$ cat src/rtl/timer_reg_pkg.sv
package timer_reg_pkg;
  localparam int NCNT    = 3;
  localparam int CNT_W   = 16;
  localparam int BYTE_W  = 8;
  localparam int CFG_W   = 6;
  localparam int ADDR_W  = 2;
  localparam logic [ADDR_W-1:0] CTRL_ADDR = ADDR_W'(NCNT);

  typedef enum logic [1:0] {
    ACC_LATCH = 2'b00,
    ACC_LOW   = 2'b01,
    ACC_HIGH  = 2'b10,
    ACC_BOTH  = 2'b11
  } access_e;

  typedef struct packed {
    logic [NCNT-1:0] ctrlWr;
    logic [NCNT-1:0] latchCnt;
    logic [NCNT-1:0] latchSts;
    logic [NCNT-1:0] dataWr;
    logic [NCNT-1:0] dataRd;
  } strobe_t;
endpackage

$ cat src/rtl/timer_reg_ctrl.sv
module timer_reg_ctrl
  import timer_reg_pkg::*;
(
  input  logic [ADDR_W-1:0] addr,
  input  logic              wrEn,
  input  logic [BYTE_W-1:0] wrData,
  input  logic              rdEn,
  output strobe_t           stb
);
  logic       ctrlHit;
  logic [1:0] sel;
  logic       isMulti;

  assign ctrlHit = wrEn && (addr == CTRL_ADDR);
  assign sel     = wrData[7:6];
  assign isMulti = (sel == 2'b11);

  for (genvar gi = 0; gi < NCNT; gi++) begin : g_dec
    logic hitSel;
    assign hitSel = (sel == 2'(gi));
    assign stb.ctrlWr[gi]   = ctrlHit && hitSel && (wrData[5:4] != ACC_LATCH);
    assign stb.latchCnt[gi] = ctrlHit && ((hitSel && (wrData[5:4] == ACC_LATCH)) ||
                                          (isMulti && !wrData[5] && wrData[gi+1]));
    assign stb.latchSts[gi] = ctrlHit && isMulti && !wrData[4] && wrData[gi+1];
    assign stb.dataWr[gi]   = wrEn && (addr == ADDR_W'(gi));
    assign stb.dataRd[gi]   = rdEn && (addr == ADDR_W'(gi));
  end
endmodule

$ cat src/rtl/timer_reg_dp.sv
module timer_reg_dp
  import timer_reg_pkg::*;
(
  input  logic                   clk,
  input  logic                   rstN,
  input  strobe_t                stb,
  input  logic [ADDR_W-1:0]      addr,
  input  logic [BYTE_W-1:0]      wrData,
  input  logic [NCNT*CNT_W-1:0]  liveCount,
  input  logic [NCNT-1:0]        outLevel,
  input  logic [NCNT-1:0]        loadStrobe,
  output logic [BYTE_W-1:0]      rdData,
  output logic [NCNT*CNT_W-1:0]  countWrData,
  output logic [NCNT-1:0]        countWrStrobe,
  output logic [NCNT*CFG_W-1:0]  cfgBits
);
  logic [BYTE_W-1:0] byteOut [NCNT];

  for (genvar gi = 0; gi < NCNT; gi++) begin : g_ch
    logic [CFG_W-1:0]  cfgReg;
    logic              nullCnt;
    logic              wrPtr, rdPtr;
    logic [BYTE_W-1:0] lowHold;
    logic [CNT_W-1:0]  cntSnap;
    logic              cntHeld;
    logic [BYTE_W-1:0] stsSnap;
    logic              stsHeld;
    logic [CNT_W-1:0]  initCnt;
    logic              wrDone;
    access_e           acc;
    logic [CNT_W-1:0]  live, readSrc;
    logic              hiSel, readLast, wrFinish;

    assign acc      = access_e'(cfgReg[5:4]);
    assign live     = liveCount[gi*CNT_W +: CNT_W];
    assign readSrc  = cntHeld ? cntSnap : live;
    assign hiSel    = (acc == ACC_HIGH) || ((acc == ACC_BOTH) && rdPtr);
    assign readLast = (acc != ACC_BOTH) || rdPtr;
    assign byteOut[gi] = stsHeld ? stsSnap :
                         (hiSel ? readSrc[CNT_W-1 -: BYTE_W] : readSrc[BYTE_W-1:0]);
    assign wrFinish = stb.dataWr[gi] &&
                      ((acc == ACC_LOW) || (acc == ACC_HIGH) || ((acc == ACC_BOTH) && wrPtr));

    always_ff @(posedge clk) begin
      if (!rstN) begin
        cfgReg  <= '0;
        nullCnt <= 1'b0;
        wrPtr   <= 1'b0;
        rdPtr   <= 1'b0;
        lowHold <= '0;
        cntSnap <= '0;
        cntHeld <= 1'b0;
        stsSnap <= '0;
        stsHeld <= 1'b0;
        initCnt <= '0;
        wrDone  <= 1'b0;
      end else begin
        wrDone <= wrFinish;
        if (loadStrobe[gi]) nullCnt <= 1'b0;

        if (stb.dataRd[gi]) begin
          if (stsHeld) begin
            stsHeld <= 1'b0;
          end else begin
            if (acc == ACC_BOTH) rdPtr <= ~rdPtr;
            if (cntHeld && readLast) cntHeld <= 1'b0;
          end
        end

        if (stb.dataWr[gi]) begin
          unique case (acc)
            ACC_LOW:  initCnt <= {{(CNT_W-BYTE_W){1'b0}}, wrData};
            ACC_HIGH: initCnt <= {wrData, {(CNT_W-BYTE_W){1'b0}}};
            ACC_BOTH: begin
              if (wrPtr) initCnt <= {wrData, lowHold};
              else       lowHold <= wrData;
              wrPtr <= ~wrPtr;
            end
            default: ;
          endcase
          if (wrFinish) nullCnt <= 1'b1;
        end

        if (stb.latchCnt[gi] && !cntHeld) begin
          cntSnap <= live;
          cntHeld <= 1'b1;
        end
        if (stb.latchSts[gi] && !stsHeld) begin
          stsSnap <= {outLevel[gi], nullCnt, cfgReg};
          stsHeld <= 1'b1;
        end

        if (stb.ctrlWr[gi]) begin
          cfgReg  <= wrData[CFG_W-1:0];
          nullCnt <= 1'b1;
          wrPtr   <= 1'b0;
          rdPtr   <= 1'b0;
          cntHeld <= 1'b0;
          stsHeld <= 1'b0;
        end
      end
    end

    assign countWrData[gi*CNT_W +: CNT_W] = initCnt;
    assign countWrStrobe[gi]              = wrDone;
    assign cfgBits[gi*CFG_W +: CFG_W]     = cfgReg;
  end

  always_comb begin
    rdData = '0;
    for (int i = 0; i < NCNT; i++)
      if (addr == ADDR_W'(i)) rdData = byteOut[i];
  end
endmodule

$ cat src/rtl/timer_reg_port.sv
module timer_reg_port
  import timer_reg_pkg::*;
(
  input  logic                   clk,
  input  logic                   rstN,
  input  logic [ADDR_W-1:0]      addr,
  input  logic                   wrEn,
  input  logic [BYTE_W-1:0]      wrData,
  input  logic                   rdEn,
  output logic [BYTE_W-1:0]      rdData,
  input  logic [NCNT*CNT_W-1:0]  liveCount,
  input  logic [NCNT-1:0]        outLevel,
  input  logic [NCNT-1:0]        loadStrobe,
  output logic [NCNT*CNT_W-1:0]  countWrData,
  output logic [NCNT-1:0]        countWrStrobe,
  output logic [NCNT*CFG_W-1:0]  cfgBits
);
  strobe_t stb;

  timer_reg_ctrl u_ctrl (
    .addr   (addr),
    .wrEn   (wrEn),
    .wrData (wrData),
    .rdEn   (rdEn),
    .stb    (stb)
  );

  timer_reg_dp u_dp (
    .clk           (clk),
    .rstN          (rstN),
    .stb           (stb),
    .addr          (addr),
    .wrData        (wrData),
    .liveCount     (liveCount),
    .outLevel      (outLevel),
    .loadStrobe    (loadStrobe),
    .rdData        (rdData),
    .countWrData   (countWrData),
    .countWrStrobe (countWrStrobe),
    .cfgBits       (cfgBits)
  );
endmodule

$ cat config.mk
export PLATFORM = sky130hd
export DESIGN_NAME = timer_reg_port
export DESIGN_NICKNAME = d
export VERILOG_FILES = /design/src/rtl/timer_reg_pkg.sv /design/src/rtl/timer_reg_ctrl.sv /design/src/rtl/timer_reg_dp.sv /design/src/rtl/timer_reg_port.sv
export SDC_FILE = /design/constraint.sdc
export NUM_CORES = 1
export LEC_CHECK = 0
export BUFFER_PORTS_ARGS = -buffer_cell sky130_fd_sc_hd__buf_4
export CORE_UTILIZATION = 51
export DETAILED_ROUTE_END_ITERATION = 8
export PLACE_DENSITY = 0.76
export SLEW_MARGIN = 10
export SYNTH_ARGS = -nofsm -noshare
export SYNTH_HDL_FRONTEND = slang
export SYNTH_SLANG_ARGS = --single-unit
$ cat constraint.sdc
create_clock -name clk -period 2.3 [get_ports clk]
set_input_delay 0.23 -clock clk [delete_from_list [all_inputs] [get_ports clk]]
set_output_delay 0.23 -clock clk [all_outputs]
set_load 0.01 [all_outputs]
==> results of run 1 <==
[state kept, by name (all words and copies together), names as in the netlist, 18 cells and up]
register and count:
u_dp.g_ch.lowHold 24, u_dp.g_ch.cfgReg 18, u_dp.g_ch.initCnt 48, u_dp.g_ch.stsSnap 24, u_dp.g_ch.cntSnap 48
[cell type report]
cell class / count / area share
multi-input cells: 595 / 0.4292
well taps: 216 / 0.02529
repair buffers: 206 / 0.1478
clock buffers: 20 / 0.04180
clock inverters: 10 / 0.01475
flip-flops and latches: 180 / 0.3377
inverters: 10 / 0.003512
[final timing paths]
kind	end	cells past startpoint	slack [ns]
worst max-delay path	rdData[6]	8	-0.34
worst min-delay path	u_dp.g_ch[1].stsSnap[7]$_SDFFE_PN0P_	3	0.05
worst max register to register	u_dp.g_ch[0].lowHold[6]$_SDFFE_PN0P_	6	0.27
worst min register to register	u_dp.g_ch[2].initCnt[14]$_SDFFE_PN0P_	2	0.46
[timing repair]
action,4_1_cts,5_1_grt
pin swaps,3,2
gates resized for setup,15,1
setup endpoints to repair,8,8
buffers inserted,2,2
[critical path, cell delays in order, from the launching register on]
cell	delay (ns)
dfxtp_2	0.35
inv_2	0.06
ha_4	0.17
a21oi_4	0.22
buf_4	0.16
mux4_2	0.51
a221oi_2	0.27
a32oi_1	0.09
buf_4	0.16
[metal layers]
metal,GRT usage,vias up,share of wire
li1,-,3330,-
met1,0.3676,3335,0.45
met2,0.4171,219,0.47
met3,0.05619,31,0.060
met4,0.08857,0,0.016
met5,0,-,0
[power by group through the flow]
stage | sequential [mW] | clock [mW] | combinational (mW)
CTS | 3.14 | 3.05 | 0.517
detailed placement | 3.21 | 0 | 0.508
global placement | 3.21 | 0 | 0.506
finish | 3.14 | 3.02 | 0.523
global route | 3.14 | 3.17 | 0.553
floorplan | 3.21 | 0 | 0.264
[Yosys cell counts, types with 4 or more instances]
master and count:
nor2_1 25, nand2b_1 13, a21oi_1 35, or2_2 5, buf_1 5, nand3_1 30, nand2_1 87, clkbuf_1 59
dfxtp_1 180, nor2b_1 105, a221oi_1 7, o311ai_0 9, a21boi_0 42, buf_4 4, inv_1 10, xor2_1 5
o211a_1 24, nor3b_1 16, nor3_1 4, ha_1 9, mux4_2 24, mux2i_1 97, o21ai_0 17, buf_2 9
a32oi_1 8
[per-stage QoR]
stage / setup WS (ns) / util / hold WS, ns
2_1_floorplan: 0.002642 / - / 0.3962
3_3_place_gp: -0.02356 / 0.6219 / 0.4508
3_5_place_dp: -0.06843 / 0.6219 / 0.4569
4_1_cts: -0.3257 / 0.6641 / 0.04679
5_1_grt: -0.3844 / 0.6655 / 0.04990
6_report: -0.3351 / 0.6655 / 0.05391
[kinds of logic after synthesis]
kind of cell,count (synthesis),share of synthesized area
AOI/OAI and AO/OA,152,0.1358
xor gates and xnor gates,5,0.005176
adders and majority gates,9,0.01331
buffers and inverters,89,0.04481
DFF,180,0.4259
muxes,121,0.1786
and+or+nand+nor,308,0.1964
[cell usage in the layout, fill, tap and decap left out, drive strengths merged, types with 8 or more instances in the layout]
cell type,instances
clkbuf,20
o211a,24
mux2i,97
a32oi,8
mux4,24
nor2,25
nand2b,13
nand2,87
o311ai,9
ha,9
buf,206
a21boi,42
o21ai,17
a21oi,36
inv,10
dfxtp,180
nor3b,16
nor2b,105
nand3,30
==> out/qor.yml, run 1 <==
synthTopCellsByArea: "dfxtp_1, mux2i_1, nor2b_1, mux4_2, nand2_1"
die_height_um: 130.8
power.share.clock: 0.452
rsz0062_at_grt: "yes"
grt_pass1_wl_um: 34420
cts_root_buffer: "clkbuf_16"
io_pins: 145
path_clk_slew_ns: 0.06
status: "complete, but fails checks"
finalPower_mw: 6.683
rr_startpoint: "u_dp.g_ch[0].cfgReg[5]$_SDFFE_PN0P_"
place_hpwl_um: 15310
clock.fmax_mhz: 379.5
cts_tree: "built"
yosysTopAreaCell: "dfxtp_1"
netlist_area_um2: 8461
layout-drive-gt1-share: 0.2870
yosysWarnings: 0
drt_iter0_drc: 566
violations: "negative setup slack"
core.rowCount: 46
ys_seq_area_frac: 0.4259
worst_slack_ns: -0.3351
final_antenna_net_count: 0
die_area_um2: 17110
intPower_mw: 5.215
tns_ns: -2.068
wl_per_cell_um: 17.97
diodes: 0
core-area_um2: 16060
grt-ovfl-total: 0
end_kind: "output port"
ys.flop_type: "dfxtp_1"
power_switching_mw: 1.468
grt_pass1_vias: 6361
synthCells: 864
placed_cell_area_um2: 9986
leakage_nw: 4.313
numCtsBuffers: 17
postCtsHoldBufs: 0
worstPathMaxFanout: 4
grt_max_degree: 56
nNetsFinal: 1087
multiInputGateArea_um2: 4587
antenna_found_initial: 0
synth_cell_type_count: 47
clk-insertion-delay-late_ns: 0.43
drt-total-wl_um: 22230
relSlewSlack: 0.5387
synth_edf_count: 0
drv_slew: 0
avgViaCountPerCell: 5.590
hold_viol_final: 0
timing.critical_path.from: "u_dp.g_ch[0].cfgReg[4]$_SDFFE_PN0P_"
final.period_utilization: 1.146
hp-class: "in -> reg"
yosysTopAreaCellShare: 0.4259
switching_share: 0.2197
p_per_area_nw_per_um2: 625.4
vdd_ir_drop_max_v: 0.0005537
crit_required_ns: 2.07
p_seq_frac: 0.470
placed_cells: 1203
syn_avg_cell_area_um2: 9.792
clock_skew_ns: 0.005512
io_buffers: 144
layout.cells.non_filler: 1237
clk_path_buf_depth: 2
grt_usage: 0.2669
clock-sinks: 180
via_count: 6915
initial_core_util: 0.5269
final_area_um2: 10690
fp.dieW_um: 130.8
synthArstFlopShare: 0
drtPass1Iterations: 5
synth_nets: 941
hp-start: "outLevel[1]"
fillers: 1283
cp.arrival_ns: 2.41
maxCapViolations: 0
critPathKind: "reg -> out"
drc: 0
seqCellArea_um2: 3608
gp_congestion: 0.8499
combPwrFrac: 0.078
ys_seq_elements: 180
min_period_ns: 2.635
cp-start-kind: "flip-flop"
syn2layout_area_growth_pct: 26.31
htree_levels: 4
worst_pin_slew_ns: 0.6910
setup_viol: 8
(Power assumes the default switching activity.)
==> run 2: changes to the inputs <==
--- a/config.mk
+++ b/config.mk
@@ -9,6 +9,7 @@
 export CORE_UTILIZATION = 51
 export DETAILED_ROUTE_END_ITERATION = 8
 export PLACE_DENSITY = 0.76
+export SKIP_LAST_GASP = 1
 export SLEW_MARGIN = 10
 export SYNTH_ARGS = -nofsm -noshare
 export SYNTH_HDL_FRONTEND = slang
==> out/qor.yml, run 2 (same netlist as run 1, synthesis figures left out) <==
status: "complete, but fails checks"
violations: "negative setup slack"
drtPass1Iterations: 5
maxCapViolations: 0
path_clk_slew_ns: 0.06
worstPathMaxFanout: 4
via_count: 6882
crit_required_ns: 2.07
path_cells: "inv_2 > ha_4 > a21oi_4 > buf_4 > mux4_2 > a221oi_2 > a32oi_1 > buf_4"
most-common-layout-cells: "buf_4, dfxtp_1, nor2b_1"
cp-start-kind: "flip-flop"
final_antenna_net_count: 0
cp_slowest_cell: "mux4_2"
clock_skew_ns: 0.005164
end_kind: "output port"
tns_ns: -2.064
cp.arrival_ns: 2.40
clock.fmax_mhz: 379.9
fp.dieW_um: 130.8
cp_slowest_stage_delay_ns: 0.51
relSlewSlack: 0.5408
grt_usage: 0.2669
htree_levels: 4
holdWs_ns: 0.05374
core.rowCount: 46
gp_congestion: 0.8499
cts_root_buffer: "clkbuf_16"
final.period_utilization: 1.144
place_hpwl_um: 15310
worst_pin_slew_ns: 0.6879
clock-sinks: 180
avgViaCountPerCell: 5.563
io_buffers: 144
p_per_area_nw_per_um2: 625.5
initial_core_util: 0.5269
reg2reg_slack_ns: 0.27
drt_iter0_drc: 535
postCtsHoldBufs: 0
wl_per_cell_um: 18.01
numCtsBuffers: 17
nNetsFinal: 1087
critPathKind: "reg -> out"
layout.cells.non_filler: 1237
grt_pass1_wl_um: 34420
grt_pass1_vias: 6361
placed_cells: 1203
path_common_cell: "buf_4"
die_area_um2: 17110
drt-total-wl_um: 22280
final_common_cell: "buf_4"
hp-class: "in -> reg"
antenna_found_initial: 0
core-area_um2: 16060
drv_slew: 0
finalPower_mw: 6.680
dpl_worst_slack_ns: -0.06843
crit_buf_inv: 3
die_height_um: 130.8
layout-drive-gt1-share: 0.2860
setup_viol: 8
clk_path_buf_depth: 2
crit_family: "compound AO/OA/AOI/OAI gates"
syn2layout_area_growth_pct: 26.22
vdd_ir_drop_max_v: 0.0005538
grt_max_degree: 56
grt-ovfl-total: 0
worst_slack_ns: -0.3322
io_pins: 145
leakage_nw: 4.313
cts_tree: "built"
rsz0062_at_grt: "yes"
min_period_ns: 2.632
hold_viol_final: 0
fillers: 1280
diodes: 0
drc: 0
reg_top3: "u_dp.g_ch.cntSnap (48), u_dp.g_ch.initCnt (48)"
clk-insertion-delay-late_ns: 0.43
-- run 2: layout make-up --
cell class / instances / area [um2] / share of cell area
Sequential cell: 180 / 3608 / 0.3379
Clock inverter: 10 / 157.7 / 0.01476
Clock buffer: 20 / 446.7 / 0.04183
Timing Repair Buffer: 206 / 1579 / 0.1479
Multi-Input combinational cell: 595 / 4579 / 0.4288
Inverter: 10 / 37.54 / 0.003515
Tap cell: 216 / 270.3 / 0.02531
-- run 2: tightest hold or removal path, stage by stage --
cell and delay, ns:
buf_4 0.08, mux2i_1 0.05, nor2b_1 0.09
-- run 2: worst paths after layout --
| kind | from | endpoint | cells past startpoint |
|---|---|---|---|
| hold reg to reg | u_dp.g_ch[2].initCnt[14]$_SDFFE_PN0P_ | u_dp.g_ch[2].initCnt[14]$_SDFFE_PN0P_ | 2 |
| setup reg to reg | u_dp.g_ch[0].cfgReg[5]$_SDFFE_PN0P_ | u_dp.g_ch[0].lowHold[6]$_SDFFE_PN0P_ | 6 |
| hold / removal | outLevel[1] | u_dp.g_ch[1].stsSnap[7]$_SDFFE_PN0P_ | 3 |
| setup / recovery | u_dp.g_ch[0].cfgReg[4]$_SDFFE_PN0P_ | rdData[6] | 8 |
-- run 2: where the power goes --
| part | total [mW] | internal, mW | switching (mW) | leakage, nW |
|---|---|---|---|---|
| clock | 3.02 | 1.83 | 1.19 | 0.288 |
| combinational | 0.522 | 0.256 | 0.266 | 2.57 |
| sequential | 3.14 | 3.13 | 0.0103 | 1.45 |
-- run 2: stage by stage --
stage	utilization	instance area (um2)
after floorplan	-	8476
after global placement	0.6219	9986
after detailed placement	0.6219	9986
after CTS	0.6641	10660
after global routing	0.6650	10680
final	0.6650	10680
-- run 2: repair_timing --
action | CTS | global route
setup endpoints to repair | 8 | 8
gates resized for setup | 15 | 0
pin swaps | 3 | 2
buffers inserted | 2 | 2
-- run 2: per-layer routing --
| metal | up-vias | GRT usage | wire length, um |
|---|---|---|---|
| met2 | 218 | 0.4171 | 10440 |
| li1 | 3330 | - | - |
| met5 | - | 0 | 0 |
| met1 | 3305 | 0.3676 | 10100 |
| met3 | 29 | 0.05619 | 1413 |
| met4 | 0 | 0.08857 | 325 |
==> run 3: changes to the inputs <==
--- a/config.mk
+++ b/config.mk
@@ -6,9 +6,10 @@
 export NUM_CORES = 1
 export LEC_CHECK = 0
 export BUFFER_PORTS_ARGS = -buffer_cell sky130_fd_sc_hd__buf_4
-export CORE_UTILIZATION = 51
+export CORE_UTILIZATION = 53
+export CTS_BUF_LIST = sky130_fd_sc_hd__clkbuf_8
 export DETAILED_ROUTE_END_ITERATION = 8
-export PLACE_DENSITY = 0.76
+export PLACE_DENSITY = 0.79
 export SKIP_LAST_GASP = 1
 export SLEW_MARGIN = 10
 export SYNTH_ARGS = -nofsm -noshare
==> out/qor.yml, run 3 (same netlist as run 1, synthesis figures left out) <==
gp_congestion: 0.8621
worst_pin_slew_ns: 0.6834
worst_slack_ns: -0.3439
clock-sinks: 180
clk-insertion-delay-late_ns: 0.48
grt_pass1_wl_um: 33950
reg_top3: "u_dp.g_ch.cntSnap (48), u_dp.g_ch.initCnt (48)"
die_height_um: 128.3
violations: "negative setup slack"
leakage_nw: 4.234
cts_root_buffer: "clkbuf_8"
io_pins: 145
grt-ovfl-total: 0
die_area_um2: 16470
tns_ns: -1.874
io_buffers: 144
grt_max_degree: 48
diodes: 0
core.rowCount: 45
clock.fmax_mhz: 378.2
min_period_ns: 2.644
clock_skew_ns: 0.01185
final.period_utilization: 1.150
core-area_um2: 15370
clk_path_buf_depth: 2
maxCapViolations: 0
relSlewSlack: 0.5437
holdWs_ns: 0.01260
final_common_cell: "buf_4"
drc: 0
antenna_found_initial: 0
hold_viol_final: 0
hp-class: "in -> reg"
rsz0062_at_grt: "yes"
grt_pass1_vias: 6438
drv_slew: 0
wl_per_cell_um: 17.38
critPathKind: "reg -> out"
avgViaCountPerCell: 5.592
via_count: 6895
worstPathMaxFanout: 4
initial_core_util: 0.5504
place_hpwl_um: 15040
path_clk_slew_ns: 0.09
drt_iter0_drc: 545
nNetsFinal: 1088
drtPass1Iterations: 5
fp.dieW_um: 128.3
cp-start-kind: "flip-flop"
fillers: 1225
end_kind: "output port"
cp.arrival_ns: 2.41
drt-total-wl_um: 21430
numCtsBuffers: 17
vdd_ir_drop_max_v: 0.0003692
htree_levels: 4
cts_tree: "built"
layout-drive-gt1-share: 0.2896
most-common-layout-cells: "buf_4, dfxtp_1, nor2b_1"
p_per_area_nw_per_um2: 557.9
syn2layout_area_growth_pct: 24.43
setup_viol: 8
grt_usage: 0.2678
finalPower_mw: 5.874
crit_required_ns: 2.07
status: "complete, but fails checks"
final_antenna_net_count: 0
==> run 3: changes by cell type in the layout (fill, tap and decap cells not counted), sizes merged <==
cell / delta
buf: -4
bufinv: -1
clkbuf: -1
clkinv: -1
clkinvlp: +1
dlygate4sd3: +5
inv: +2
==> run 3: worst max-delay path, stage by stage, from the launching register on <==
cell      delay [ns]
dfxtp_2         0.36
inv_2           0.06
ha_4            0.16
a21oi_4         0.21
mux4_2          0.54
a221oi_2        0.25
buf_4           0.16
a32oi_1         0.04
buf_4           0.16
==> run 3: where the power goes <==
group / internal, mW / leakage [nW] / switching [mW]
registers: 3.13 / 1.45 / 0.0112
clock network: 1.11 / 0.198 / 1.11
logic: 0.261 / 2.58 / 0.263
==> run 3: area by class of cell <==
| cell class | count | area, um2 | share of cell area |
|---|---|---|---|
| clock inverters | 11 | 137.6 | 0.01307 |
| flip-flops and latches | 180 | 3611 | 0.3430 |
| inverters | 10 | 37.54 | 0.003565 |
| well taps | 211 | 264.0 | 0.02508 |
| clock buffers | 19 | 261.5 | 0.02484 |
| repair buffers | 207 | 1595 | 0.1515 |
| multi-input cells | 595 | 4621 | 0.4389 |
==> run 3: stage by stage <==
stage | area, um2 | setup WS [ns] | instances | utilization
6_report | 10530 | -0.3439 | 1233 | 0.6849
5_1_grt | 10530 | -0.4506 | 1233 | 0.6849
4_1_cts | 10470 | -0.3618 | 1231 | 0.6812
3_5_place_dp | 9957 | -0.06819 | 1195 | 0.6478
3_3_place_gp | 9957 | 0.002140 | 1195 | 0.6478
2_1_floorplan | 8476 | 0.002642 | 864 | -
==> run 3: repair_timing <==
action	in CTS	in global routing
gates cloned	0	0
pin swaps	6	4
hold buffers	5	0
resized for setup	12	12
endpoints found under the hold margin	5	0
setup endpoints to repair	8	8
buffers inserted	1	2
==> run 3: worst paths after layout <==
check	from	end	slack (ns)	cells past startpoint
hold reg to reg	u_dp.g_ch[2].initCnt[10]$_SDFFE_PN0P_	u_dp.g_ch[2].initCnt[10]$_SDFFE_PN0P_	0.46	2
setup reg to reg	u_dp.g_ch[2].cfgReg[5]$_SDFFE_PN0P_	u_dp.g_ch[2].initCnt[13]$_SDFFE_PN0P_	0.23	7
setup / recovery	u_dp.g_ch[0].cfgReg[4]$_SDFFE_PN0P_	rdData[5]	-0.34	8
hold / removal	liveCount[36]	u_dp.g_ch[2].cntSnap[4]$_SDFFE_PN0P_	0.01	3
==> run 3: metal layers <==
| metal | wire (um) | track usage | share of wire |
|---|---|---|---|
| met1 | 10010 | 0.3783 | 0.47 |
| met2 | 9889 | 0.4191 | 0.46 |
| met3 | 1252 | 0.04990 | 0.058 |
| met4 | 277 | 0.07612 | 0.013 |
| met5 | 0 | 0 | 0 |
